### src/rtl/gpio_bank_pkg.sv
package gpio_bank_pkg;
    localparam int unsigned PIN_W  = 32;
    localparam int unsigned ADDR_W = 5;

    typedef enum logic [ADDR_W-1:0] {
        RG_LATCH   = 5'd0,
        RG_LSET    = 5'd1,
        RG_LCLR    = 5'd2,
        RG_NOPULL  = 5'd3,
        RG_DIR     = 5'd4,
        RG_DSET    = 5'd5,
        RG_DCLR    = 5'd6,
        RG_ALT     = 5'd8,
        RG_RISE_EN = 5'd16,
        RG_FALL_EN = 5'd17,
        RG_PEND    = 5'd18,
        RG_ACK     = 5'd19
    } gpio_reg_e;
endpackage

### src/rtl/gpio_sync.sv
module gpio_sync #(
    parameter int W      = 32,
    parameter int STAGES = 2
) (
    input  logic         clk,
    input  logic         rst_n,
    input  logic [W-1:0] d,
    output logic [W-1:0] q
);
    localparam int CHAIN_W = W * STAGES;

    generate
        if (STAGES == 1) begin : g_one
            logic [W-1:0] r_q;
            always_ff @(posedge clk or negedge rst_n) begin
                if (!rst_n) r_q <= '0;
                else        r_q <= d;
            end
            assign q = r_q;
        end else begin : g_chain
            logic [CHAIN_W-1:0] chain_q;
            always_ff @(posedge clk or negedge rst_n) begin
                if (!rst_n) chain_q <= '0;
                else        chain_q <= {chain_q[CHAIN_W-W-1:0], d};
            end
            assign q = chain_q[CHAIN_W-1 -: W];
        end
    endgenerate
endmodule

### src/rtl/gpio_regfile.sv
module gpio_regfile
    import gpio_bank_pkg::*;
#(
    parameter int W  = 32,
    parameter int AW = 5
) (
    input  logic          clk,
    input  logic          rst_n,
    input  logic          wr,
    input  logic [AW-1:0] addr,
    input  logic [W-1:0]  wdata,
    output logic [W-1:0]  latch_q,
    output logic [W-1:0]  dir_q,
    output logic [W-1:0]  nopull_q,
    output logic [W-1:0]  alt_q,
    output logic [W-1:0]  rise_en_q,
    output logic [W-1:0]  fall_en_q,
    output logic [W-1:0]  ack_vec
);
    always_ff @(posedge clk or negedge rst_n) begin
        if (!rst_n) begin
            latch_q <= '0;
        end else if (wr) begin
            if (addr == RG_LATCH)     latch_q <= wdata;
            else if (addr == RG_LSET) latch_q <= latch_q | wdata;
            else if (addr == RG_LCLR) latch_q <= latch_q & ~wdata;
        end
    end

    always_ff @(posedge clk or negedge rst_n) begin
        if (!rst_n) begin
            dir_q <= '0;
        end else if (wr) begin
            if (addr == RG_DIR)       dir_q <= wdata;
            else if (addr == RG_DSET) dir_q <= dir_q | wdata;
            else if (addr == RG_DCLR) dir_q <= dir_q & ~wdata;
        end
    end

    always_ff @(posedge clk or negedge rst_n) begin
        if (!rst_n) begin
            nopull_q  <= '0;
            alt_q     <= '0;
            rise_en_q <= '0;
            fall_en_q <= '0;
        end else if (wr) begin
            if (addr == RG_NOPULL)  nopull_q  <= wdata;
            if (addr == RG_ALT)     alt_q     <= wdata;
            if (addr == RG_RISE_EN) rise_en_q <= wdata;
            if (addr == RG_FALL_EN) fall_en_q <= wdata;
        end
    end

    always_comb begin
        ack_vec = '0;
        if (wr && addr == RG_ACK) ack_vec = wdata;
    end
endmodule

### src/rtl/gpio_edge_irq.sv
module gpio_edge_irq #(
    parameter int W = 32
) (
    input  logic         clk,
    input  logic         rst_n,
    input  logic [W-1:0] lvl,
    input  logic [W-1:0] rise_en,
    input  logic [W-1:0] fall_en,
    input  logic [W-1:0] ack_vec,
    output logic [W-1:0] pend_q,
    output logic         irq_q
);
    logic [W-1:0] lvl_prev_q;
    logic [W-1:0] hit;

    always_ff @(posedge clk or negedge rst_n) begin
        if (!rst_n) lvl_prev_q <= '0;
        else        lvl_prev_q <= lvl;
    end

    always_comb begin
        hit = ((lvl & ~lvl_prev_q) & rise_en) | ((~lvl & lvl_prev_q) & fall_en);
    end

    always_ff @(posedge clk or negedge rst_n) begin
        if (!rst_n) begin
            pend_q <= '0;
            irq_q  <= 1'b0;
        end else begin
            pend_q <= (pend_q & ~ack_vec) | hit;
            irq_q  <= |pend_q;
        end
    end
endmodule

### src/rtl/gpio_edge_bank.sv
module gpio_edge_bank
    import gpio_bank_pkg::*;
#(
    parameter int W           = PIN_W,
    parameter int AW          = ADDR_W,
    parameter int SYNC_STAGES = 2
) (
    input  logic          clk,
    input  logic          rst_n,
    input  logic          bus_wr,
    input  logic [AW-1:0] bus_addr,
    input  logic [W-1:0]  bus_wdata,
    output logic [W-1:0]  bus_rdata,
    input  logic [W-1:0]  pad_in,
    output logic [W-1:0]  pad_out,
    output logic [W-1:0]  pad_oe,
    output logic [W-1:0]  pad_pull_en,
    output logic [W-1:0]  pad_pull_up,
    output logic [W-1:0]  alt_sel,
    output logic          irq
);
    logic [W-1:0] latch_q, dir_q, nopull_q, alt_q;
    logic [W-1:0] rise_en_q, fall_en_q, ack_vec;
    logic [W-1:0] lvl_s, pend_q;
    logic         irq_q;

    gpio_regfile #(.W(W), .AW(AW)) regs_i (
        .clk       (clk),
        .rst_n     (rst_n),
        .wr        (bus_wr),
        .addr      (bus_addr),
        .wdata     (bus_wdata),
        .latch_q   (latch_q),
        .dir_q     (dir_q),
        .nopull_q  (nopull_q),
        .alt_q     (alt_q),
        .rise_en_q (rise_en_q),
        .fall_en_q (fall_en_q),
        .ack_vec   (ack_vec)
    );

    gpio_sync #(.W(W), .STAGES(SYNC_STAGES)) sync_i (
        .clk   (clk),
        .rst_n (rst_n),
        .d     (pad_in),
        .q     (lvl_s)
    );

    gpio_edge_irq #(.W(W)) edge_i (
        .clk     (clk),
        .rst_n   (rst_n),
        .lvl     (lvl_s),
        .rise_en (rise_en_q),
        .fall_en (fall_en_q),
        .ack_vec (ack_vec),
        .pend_q  (pend_q),
        .irq_q   (irq_q)
    );

    always_comb begin
        pad_oe      = dir_q & ~alt_q;
        pad_out     = latch_q & ~alt_q;
        pad_pull_en = ~dir_q & ~nopull_q & ~alt_q;
        pad_pull_up = pad_pull_en & latch_q;
        alt_sel     = alt_q;
        irq         = irq_q;
    end

    always_comb begin
        bus_rdata = '0;
        case (bus_addr)
            RG_LATCH:   bus_rdata = (dir_q & latch_q) | (~dir_q & lvl_s);
            RG_NOPULL:  bus_rdata = nopull_q;
            RG_DIR:     bus_rdata = dir_q;
            RG_ALT:     bus_rdata = alt_q;
            RG_RISE_EN: bus_rdata = rise_en_q;
            RG_FALL_EN: bus_rdata = fall_en_q;
            RG_PEND:    bus_rdata = pend_q;
            default:    bus_rdata = '0;
        endcase
    end
endmodule

### config.mk
export PLATFORM = sky130hd
export DESIGN_NAME = gpio_edge_bank
export DESIGN_NICKNAME = d
export VERILOG_FILES = /design/src/rtl/gpio_bank_pkg.sv /design/src/rtl/gpio_sync.sv /design/src/rtl/gpio_regfile.sv /design/src/rtl/gpio_edge_irq.sv /design/src/rtl/gpio_edge_bank.sv
export SDC_FILE = /design/constraint.sdc
export NUM_CORES = 1
export LEC_CHECK = 0
export BUFFER_PORTS_ARGS = -buffer_cell sky130_fd_sc_hd__buf_2
export CAP_MARGIN = 40
export CELL_PAD_IN_SITES_DETAIL_PLACEMENT = 1
export CELL_PAD_IN_SITES_GLOBAL_PLACEMENT = 2
export CORE_ASPECT_RATIO = 1.75
export CORE_UTILIZATION = 38
export DETAILED_ROUTE_END_ITERATION = 10
export PLACE_DENSITY_LB_ADDON = 0.1
export REMOVE_ABC_BUFFERS = 1
export SLEW_MARGIN = 10
export SYNTH_ARGS = -nofsm -noshare
export SYNTH_HDL_FRONTEND = slang
export SYNTH_SLANG_ARGS = --single-unit
### constraint.sdc
create_clock -name clk -period 3.7 [get_ports clk]
set_clock_uncertainty 0.2 [all_clocks]
set_input_delay 0.37 -clock clk [delete_from_list [all_inputs] [get_ports clk]]
set_output_delay 0.37 -clock clk [all_outputs]
set_load 0.02 [all_outputs]
==> results of run 1 <==
[per-layer routing]
layer | share of wire (%) | up-vias | global-route usage, %
li1 | - | 5477 | -
met1 | 40 | 6259 | 33.7
met2 | 52 | 324 | 49.3
met3 | 3.8 | 104 | 3.39
met4 | 3.6 | 0 | 11.3
met5 | 0 | - | 0
[cell families after synthesis]
| logic type | count (synthesis) | share of synthesized area, % |
|---|---|---|
| AO/OA/AOI/OAI | 361 | 15.8 |
| buffers and inverters | 107 | 3.12 |
| multiplexers | 127 | 10.2 |
| AND/OR/NAND/NOR | 425 | 14.9 |
| flip-flops | 321 | 55.9 |
[final timing paths]
| check | from | to | slack [ns] | depth (start not counted) |
|---|---|---|---|---|
| max in group asynchronous | rst_n | async pin | 2.07 | 3 |
| min in group asynchronous | rst_n | regs_i.alt_q[14]$_DFFE_PN0P_ | 0.25 | 2 |
| max reg2reg | edge_i.pend_q[14]$_DFF_PN0_ | edge_i.irq_q$_DFF_PN0_ | 1.70 | 3 |
| max | bus_addr[0] | bus_rdata[31] | 0.66 | 7 |
| min | sync_i.g_chain.chain_q[19]$_DFF_PN0_ | sync_i.g_chain.chain_q[51]$_DFF_PN0_ | 0.14 | 0 |
| min reg2reg | sync_i.g_chain.chain_q[19]$_DFF_PN0_ | sync_i.g_chain.chain_q[51]$_DFF_PN0_ | 0.14 | 0 |
[through the flow]
stage	hold WS [ns]	area, µm²	total power [mW]	setup slack (ns)	std cells
2_1_floorplan	-0.126	14000	5.78	0.127	1268
3_3_place_gp	0.131	16400	6.65	0.648	2045
3_5_place_dp	0.136	16400	6.72	0.654	2046
4_1_cts	0.150	18200	10.5	0.660	2172
5_1_grt	0.151	18200	10.8	0.595	2173
6_report	0.136	18200	10.4	0.656	2173
[area by class of cell]
cell class / count / area (µm²)
antenna: 1 / 2.50
clock buffer: 50 / 1030
clock inverter: 11 / 155
fill: 4122 / 18800
inverter: 34 / 128
multi-input combinational: 913 / 5950
sequential: 321 / 8030
tap: 475 / 594
timing repair buffer: 368 / 2350
[power breakdown]
part,switching (mW),internal [mW],leakage [nW]
combinational,1.19,0.874,4.17
sequential,0.628,4.01,3.82
clock,1.45,2.22,0.591
[layout by cell type (no fill, tap or decap), types with 7 or more instances in the layout]
| cell | count |
|---|---|
| sky130_fd_sc_hd__dfrtp_1 | 321 |
| sky130_fd_sc_hd__buf_2 | 263 |
| sky130_fd_sc_hd__nand2_1 | 178 |
| sky130_fd_sc_hd__o21ai_0 | 119 |
| sky130_fd_sc_hd__nor2b_1 | 65 |
| sky130_fd_sc_hd__dlygate4sd3_1 | 65 |
| sky130_fd_sc_hd__mux2i_1 | 62 |
| sky130_fd_sc_hd__o211ai_1 | 61 |
| sky130_fd_sc_hd__a21oi_1 | 52 |
| sky130_fd_sc_hd__a22oi_1 | 43 |
| sky130_fd_sc_hd__clkbuf_16 | 37 |
| sky130_fd_sc_hd__nand3b_1 | 34 |
| sky130_fd_sc_hd__inv_1 | 34 |
| sky130_fd_sc_hd__nor3_1 | 34 |
| sky130_fd_sc_hd__buf_4 | 33 |
| sky130_fd_sc_hd__and2_1 | 32 |
| sky130_fd_sc_hd__a31oi_1 | 32 |
| sky130_fd_sc_hd__o22a_1 | 31 |
| sky130_fd_sc_hd__mux2_4 | 30 |
| sky130_fd_sc_hd__mux2_2 | 29 |
| sky130_fd_sc_hd__nand3_1 | 26 |
| sky130_fd_sc_hd__nor2_1 | 22 |
| sky130_fd_sc_hd__o221ai_1 | 12 |
| sky130_fd_sc_hd__o21ai_1 | 10 |
| sky130_fd_sc_hd__nor4_1 | 8 |
| sky130_fd_sc_hd__clkinv_2 | 7 |
| sky130_fd_sc_hd__clkbuf_1 | 7 |
[what timing repair did]
item,in CTS,in global routing
hold endpoints to repair,255,0
hold buffers,65,0
resized for setup,0,0
==> metrics.md, run 1 <==
| Metric | Value |
|---|---|
| Clock-pin slew on the worst setup and hold paths | `0.06 ns` |
| Share of flip-flops with an asynchronous set or reset after synthesis | `100%` |
| Library cell used as clock root buffer | `sky130_fd_sc_hd__clkbuf_16` |
| Area share of the leading cell type in the synthesized netlist | `55.9%` |
| Worst path buffer plus inverter count | `3` |
| Fin nets | `1744` |
| Result of the run | `completed` |
| Post-synth design cell area | `14400 µm²` |
| Fraction of final layout cells sized beyond drive strength 1 | `25.6%` |
| Post-DR vias/cell | `5.60` |
| FP Rows | `93` |
| Cells traversed along the worst timing path | `buf_2 > nor2b_4 > buf_12 > a22oi_1 > o22a_1 > o221ai_1 > buf_2` |
| P per Cell Area | `568 nW/µm²` |
| Global route overflow | `0` |
| Number of buffers added by the clock tree synthesis step | `34` |
| Count of endpoints failing setup in the final report | `0` |
| Setup crit start kind | `input pin` |
| Wire length of the first global-routing pass | `79700 µm` |
| Residual DRC | `0` |
| Area Overhead vs Synth | `27.0%` |
| RSZ-0062 raised after global routing | `no` |
| Largest cells by area after synthesis | `sky130_fd_sc_hd__dfrtp_1, sky130_fd_sc_hd__nand2_1, sky130_fd_sc_hd__mux2i_1` |
| Maximum level of the CTS H-tree | `2` |
| Cell repeated most along the worst path | `sky130_fd_sc_hd__buf_2` |
| Post-synth cell types | `38` |
| Max Fanout on Critical Path | `24` |
| DRT Pass-1 Iters | `4` |
| Total detailed-routing wirelength | `52700 µm` |
| Overall die area | `38600 µm²` |
| Initial cell density of the core | `38.8%` |
| Syn Inst Count | `1341` |
| Min cycle time layout | `3.04 ns` |
| Post-synthesis sequential element count | `321` |
| Deepest clock path buffer count | `3` |
| Port Buffers | `264` |
| Highest-delay cell along the critical path | `sky130_fd_sc_hd__buf_2` |
| Antenna Nets Post-Route | `0` |
| Yosys warnings | `0` |
| Iteration-0 DRC count of the detailed router | `473` |
| Setup tns final | `0 ns` |
| Chip height | `259 µm` |
| Count of clock tree sinks | `321` |
| Overall via count from detail_route | `12.2k` |
| Biggest area consumer among synthesized cells | `sky130_fd_sc_hd__dfrtp_1` |
| Worst hold-check path type | `flop to flop` |
| Most common cell in the synthesized netlist | `sky130_fd_sc_hd__dfrtp_1` |
| Standard cell core area | `37000 µm²` |
| Peak VDD IR | `0.423 mV` |
| Hold violation total from the final report | `0` |
| Leading cell types by count after synthesis | `sky130_fd_sc_hd__dfrtp_1, sky130_fd_sc_hd__nand2_1, sky130_fd_sc_hd__o21ai_0, sky130_fd_sc_hd__nor2b_1, sky130_fd_sc_hd__mux2i_1` |
| Most used DFF post-synth | `sky130_fd_sc_hd__dfrtp_1` |
| Antenna violations before repair | `1` |
| Signal arrival time at the worst endpoint | `2.47 ns` |
| Capturing element type of the critical path | `primary output` |
| Post-DP HPWL | `35700 µm` |
| EDFF count, synth | `0` |
| CP Data Required Time | `3.13 ns` |
| Relative slew margins | `39.6%` |
| Postcts setup bufs | `0` |
| Fmax | `0.329 GHz` |
| Dominant delay contributor by cell family on the critical path | `buffers and inverters` |
| Worst setup path category | `input pin to primary output` |
| Largest net degree at the start of global routing | `103` |
| Total Routing Usage GR | `27.8%` |
| Vias in the first global route | `12.9k` |
| Number of top-level pins | `265` |
| Average detailed-routed wire length per instance | `24.3 µm` |
| Clk Latency, worst-skew pair | `0.53 ns` |
| Die width | `149 µm` |
| LEAKAGE | `8.59 nW` |
| Period Utilization, post-route | `82.3%` |
| Part of the Yosys area used for sequential elements | `55.9%` |
| Clock tree from TritonCTS | `built` |
| Avg Inst Size Synth | `10.7 µm²` |
| Routability congestion estimate | `0.800` |
| Reported max-cap violation count | `0` |
| Pins over their slew limit | `0` |
| Transition time at the pin with the least slew margin | `0.906 ns` |
| Biggest cell delay along the critical path | `0.62 ns` |
| Final Core Density | `49.3%` |
Note: power is estimated with default switching activity, not from simulation.
==> inputs of run 2 (changes only) <==
--- a/config.mk
+++ b/config.mk
@@ -10,7 +10,7 @@
 export CELL_PAD_IN_SITES_DETAIL_PLACEMENT = 1
 export CELL_PAD_IN_SITES_GLOBAL_PLACEMENT = 2
 export CORE_ASPECT_RATIO = 1.75
-export CORE_UTILIZATION = 38
+export CORE_UTILIZATION = 36
 export DETAILED_ROUTE_END_ITERATION = 10
 export PLACE_DENSITY_LB_ADDON = 0.1
 export REMOVE_ABC_BUFFERS = 1
==> constraint.sdc (replaced) <==
create_clock -name clk -period 3.1 [get_ports clk]
set_clock_uncertainty 0.2 [all_clocks]
set_input_delay 0.31 -clock clk [delete_from_list [all_inputs] [get_ports clk]]
set_output_delay 0.31 -clock clk [all_outputs]
set_load 0.02 [all_outputs]
==> run 2 against run 1 <==
  * Sequential cell count did not move
  * Combinational power rose by 19%
  * Setup slack got worse by 0.25 ns
  * Non-clock buffer count rose by 8
  * Sequential share of layout area fell by 0.11 points
  * Global-route usage fell by 0.95 points
  * Utilization fell by 2.7 points
  * Cell count rose by 0.83%
  * Register-to-register slack got worse by 0.61 ns
  * Clock power rose by 11%
  * Largest cell class unchanged
==> metrics.md, run 2 (same netlist as run 1, synthesis figures left out) <==
| Metric | Value |
|---|---|
| Antenna diode instance count | `0` |
| Relative slew margins | `55.4%` |
| Chip height | `266 µm` |
| Pins over their slew limit | `0` |
| Library cell used as clock root buffer | `sky130_fd_sc_hd__clkbuf_16` |
| Result of the run | `completed` |
| Reported max-cap violation count | `0` |
| Overall die area | `40700 µm²` |
| Routability congestion estimate | `0.804` |
| FP Rows | `96` |
| Worst hold-check path type | `input pin to async pin` |
| Hold violation total from the final report | `0` |
| Vias in the first global route | `13.1k` |
| Post-DR vias/cell | `5.54` |
| Fin nets | `1752` |
| First element of the critical path | `bus_addr[1]` |
| Wire length of the first global-routing pass | `81700 µm` |
| Average detailed-routed wire length per instance | `24.4 µm` |
| Global route overflow | `0` |
| Deepest clock path buffer count | `3` |
| Setup slack at placement | `0.369 ns` |
| Peak VDD IR | `0.468 mV` |
| Postcts setup bufs | `0` |
| Standard cell core area | `39300 µm²` |
| Design Power | `12.1 mW` |
| Max Fanout on Critical Path | `21` |
| Hold Worst Slack | `0.130 ns` |
| Die width | `153 µm` |
| Biggest cell delay along the critical path | `0.70 ns` |
| Highest-delay cell along the critical path | `sky130_fd_sc_hd__or4b_2` |
| Fraction of final layout cells sized beyond drive strength 1 | `25.7%` |
| Number of top-level pins | `265` |
| Most common cell after layout, fill and taps aside | `sky130_fd_sc_hd__dfrtp_1` |
| Transition time at the pin with the least slew margin | `0.663 ns` |
| Area Overhead vs Synth | `27.4%` |
| Initial cell density of the core | `36.6%` |
| Residual DRC | `0` |
| Multi-input logic area | `5950 µm²` |
| Clk Latency, worst-skew pair | `0.53 ns` |
| Overall via count from detail_route | `12.1k` |
| Largest net degree at the start of global routing | `67` |
| Antenna violations before repair | `0` |
| Number of buffers added by the clock tree synthesis step | `34` |
| Maximum level of the CTS H-tree | `2` |
| Final design area excluding fillers | `18300 µm²` |
| Area after DPL | `16500 µm²` |
| Reg2Reg Launch Point | `edge_i.pend_q[5]$_DFF_PN0_` |
| Antenna Nets Post-Route | `0` |
| Setup tns final | `0 ns` |
| Register area | `8030 µm²` |
| DRT Pass-1 Iters | `4` |
| LEAKAGE | `8.60 nW` |
| CP Data Required Time | `2.59 ns` |
| Min cycle time layout | `2.69 ns` |
| Clock tree from TritonCTS | `built` |
| Cells traversed along the worst timing path | `buf_2 > or4b_2 > buf_4 > nor2_1 > a21oi_1 > nand3_1 > buf_2` |
| Final std cells w/o fill | `2191` |
| Period Utilization, post-route | `86.8%` |
| Post-CTS resize count | `0` |
| Number of cells after detailed placement | `2069` |
| P per Cell Area | `660 nW/µm²` |
| Cell repeated most along the worst path | `sky130_fd_sc_hd__buf_2` |
| Total Routing Usage GR | `26.8%` |
| Count of endpoints failing setup in the final report | `0` |
| Port Buffers | `264` |
| Slack of the worst reg-to-reg path | `1.09 ns` |
| Final Core Density | `46.6%` |
| Signal arrival time at the worst endpoint | `2.18 ns` |
| Capturing element type of the critical path | `primary output` |
| Cells on worst reg2reg path | `4` |
| Filler Cell Count | `4336` |
| Iteration-0 DRC count of the detailed router | `528` |
| Fin worst setup slack | `0.410 ns` |
| Count of clock tree sinks | `321` |
| Clock-pin slew on the worst setup and hold paths | `0.06 ns` |
| Highest-count cells in the layout ignoring fill and taps | `sky130_fd_sc_hd__dfrtp_1, sky130_fd_sc_hd__buf_2, sky130_fd_sc_hd__nand2_1` |
| Endpoint of the lowest-slack register-to-register path | `edge_i.irq_q$_DFF_PN0_` |
| Post-DP HPWL | `35800 µm` |
| Fmax | `0.372 GHz` |
| RSZ-0062 raised after global routing | `no` |
| Worst setup path category | `input pin to primary output` |
| Setup crit start kind | `input pin` |
| Number of buffers inserted for hold repair after clock tree synthesis | `65` |
| Total detailed-routing wirelength | `53500 µm` |
[run 2: per-layer routing]
metal / vias up / wire (µm) / global-route usage [%]
met5: - / 0 / 0
met4: 0 / 1730 / 9.50
met3: 94 / 2000 / 3.50
met2: 316 / 27900 / 49.0
met1: 6251 / 21800 / 32.1
li1: 5473 / - / -
[run 2: worst max-delay path by stage]
| stage | end | slack (ns) | cells after the start |
|---|---|---|---|
| after global placement | bus_rdata[17] | 0.36 | 7 |
| after global routing | bus_rdata[17] | 0.36 | 7 |
| after CTS | bus_rdata[17] | 0.36 | 7 |
| after detailed placement | bus_rdata[17] | 0.37 | 7 |
| final | bus_rdata[17] | 0.41 | 7 |
| after floorplan | regs_i.rise_en_q[0]$_DFFE_PN0P_ | -0.41 | 3 |
[run 2: power by group]
| part | internal, mW | switching, mW | leakage [nW] |
|---|---|---|---|
| logic | 1.05 | 1.40 | 4.24 |
| registers | 4.78 | 0.747 | 3.82 |
| clock network | 2.37 | 1.71 | 0.534 |
[run 2: area by class of cell]
type	count	share of cell area [%]
inverter	34	0.698
clock buffer	54	5.85
sequential	321	43.9
tap	490	3.35
timing repair buffer	376	13.5
clock inverter	3	0.130
multi-input combinational	913	32.5
[run 2: critical path: cells and delay by family]
family | cells | cell delay (ns)
buffers and inverters | 3 | 0.62
AO/OA/AOI/OAI | 1 | 0.13
AND/OR/NAND/NOR | 3 | 1.10
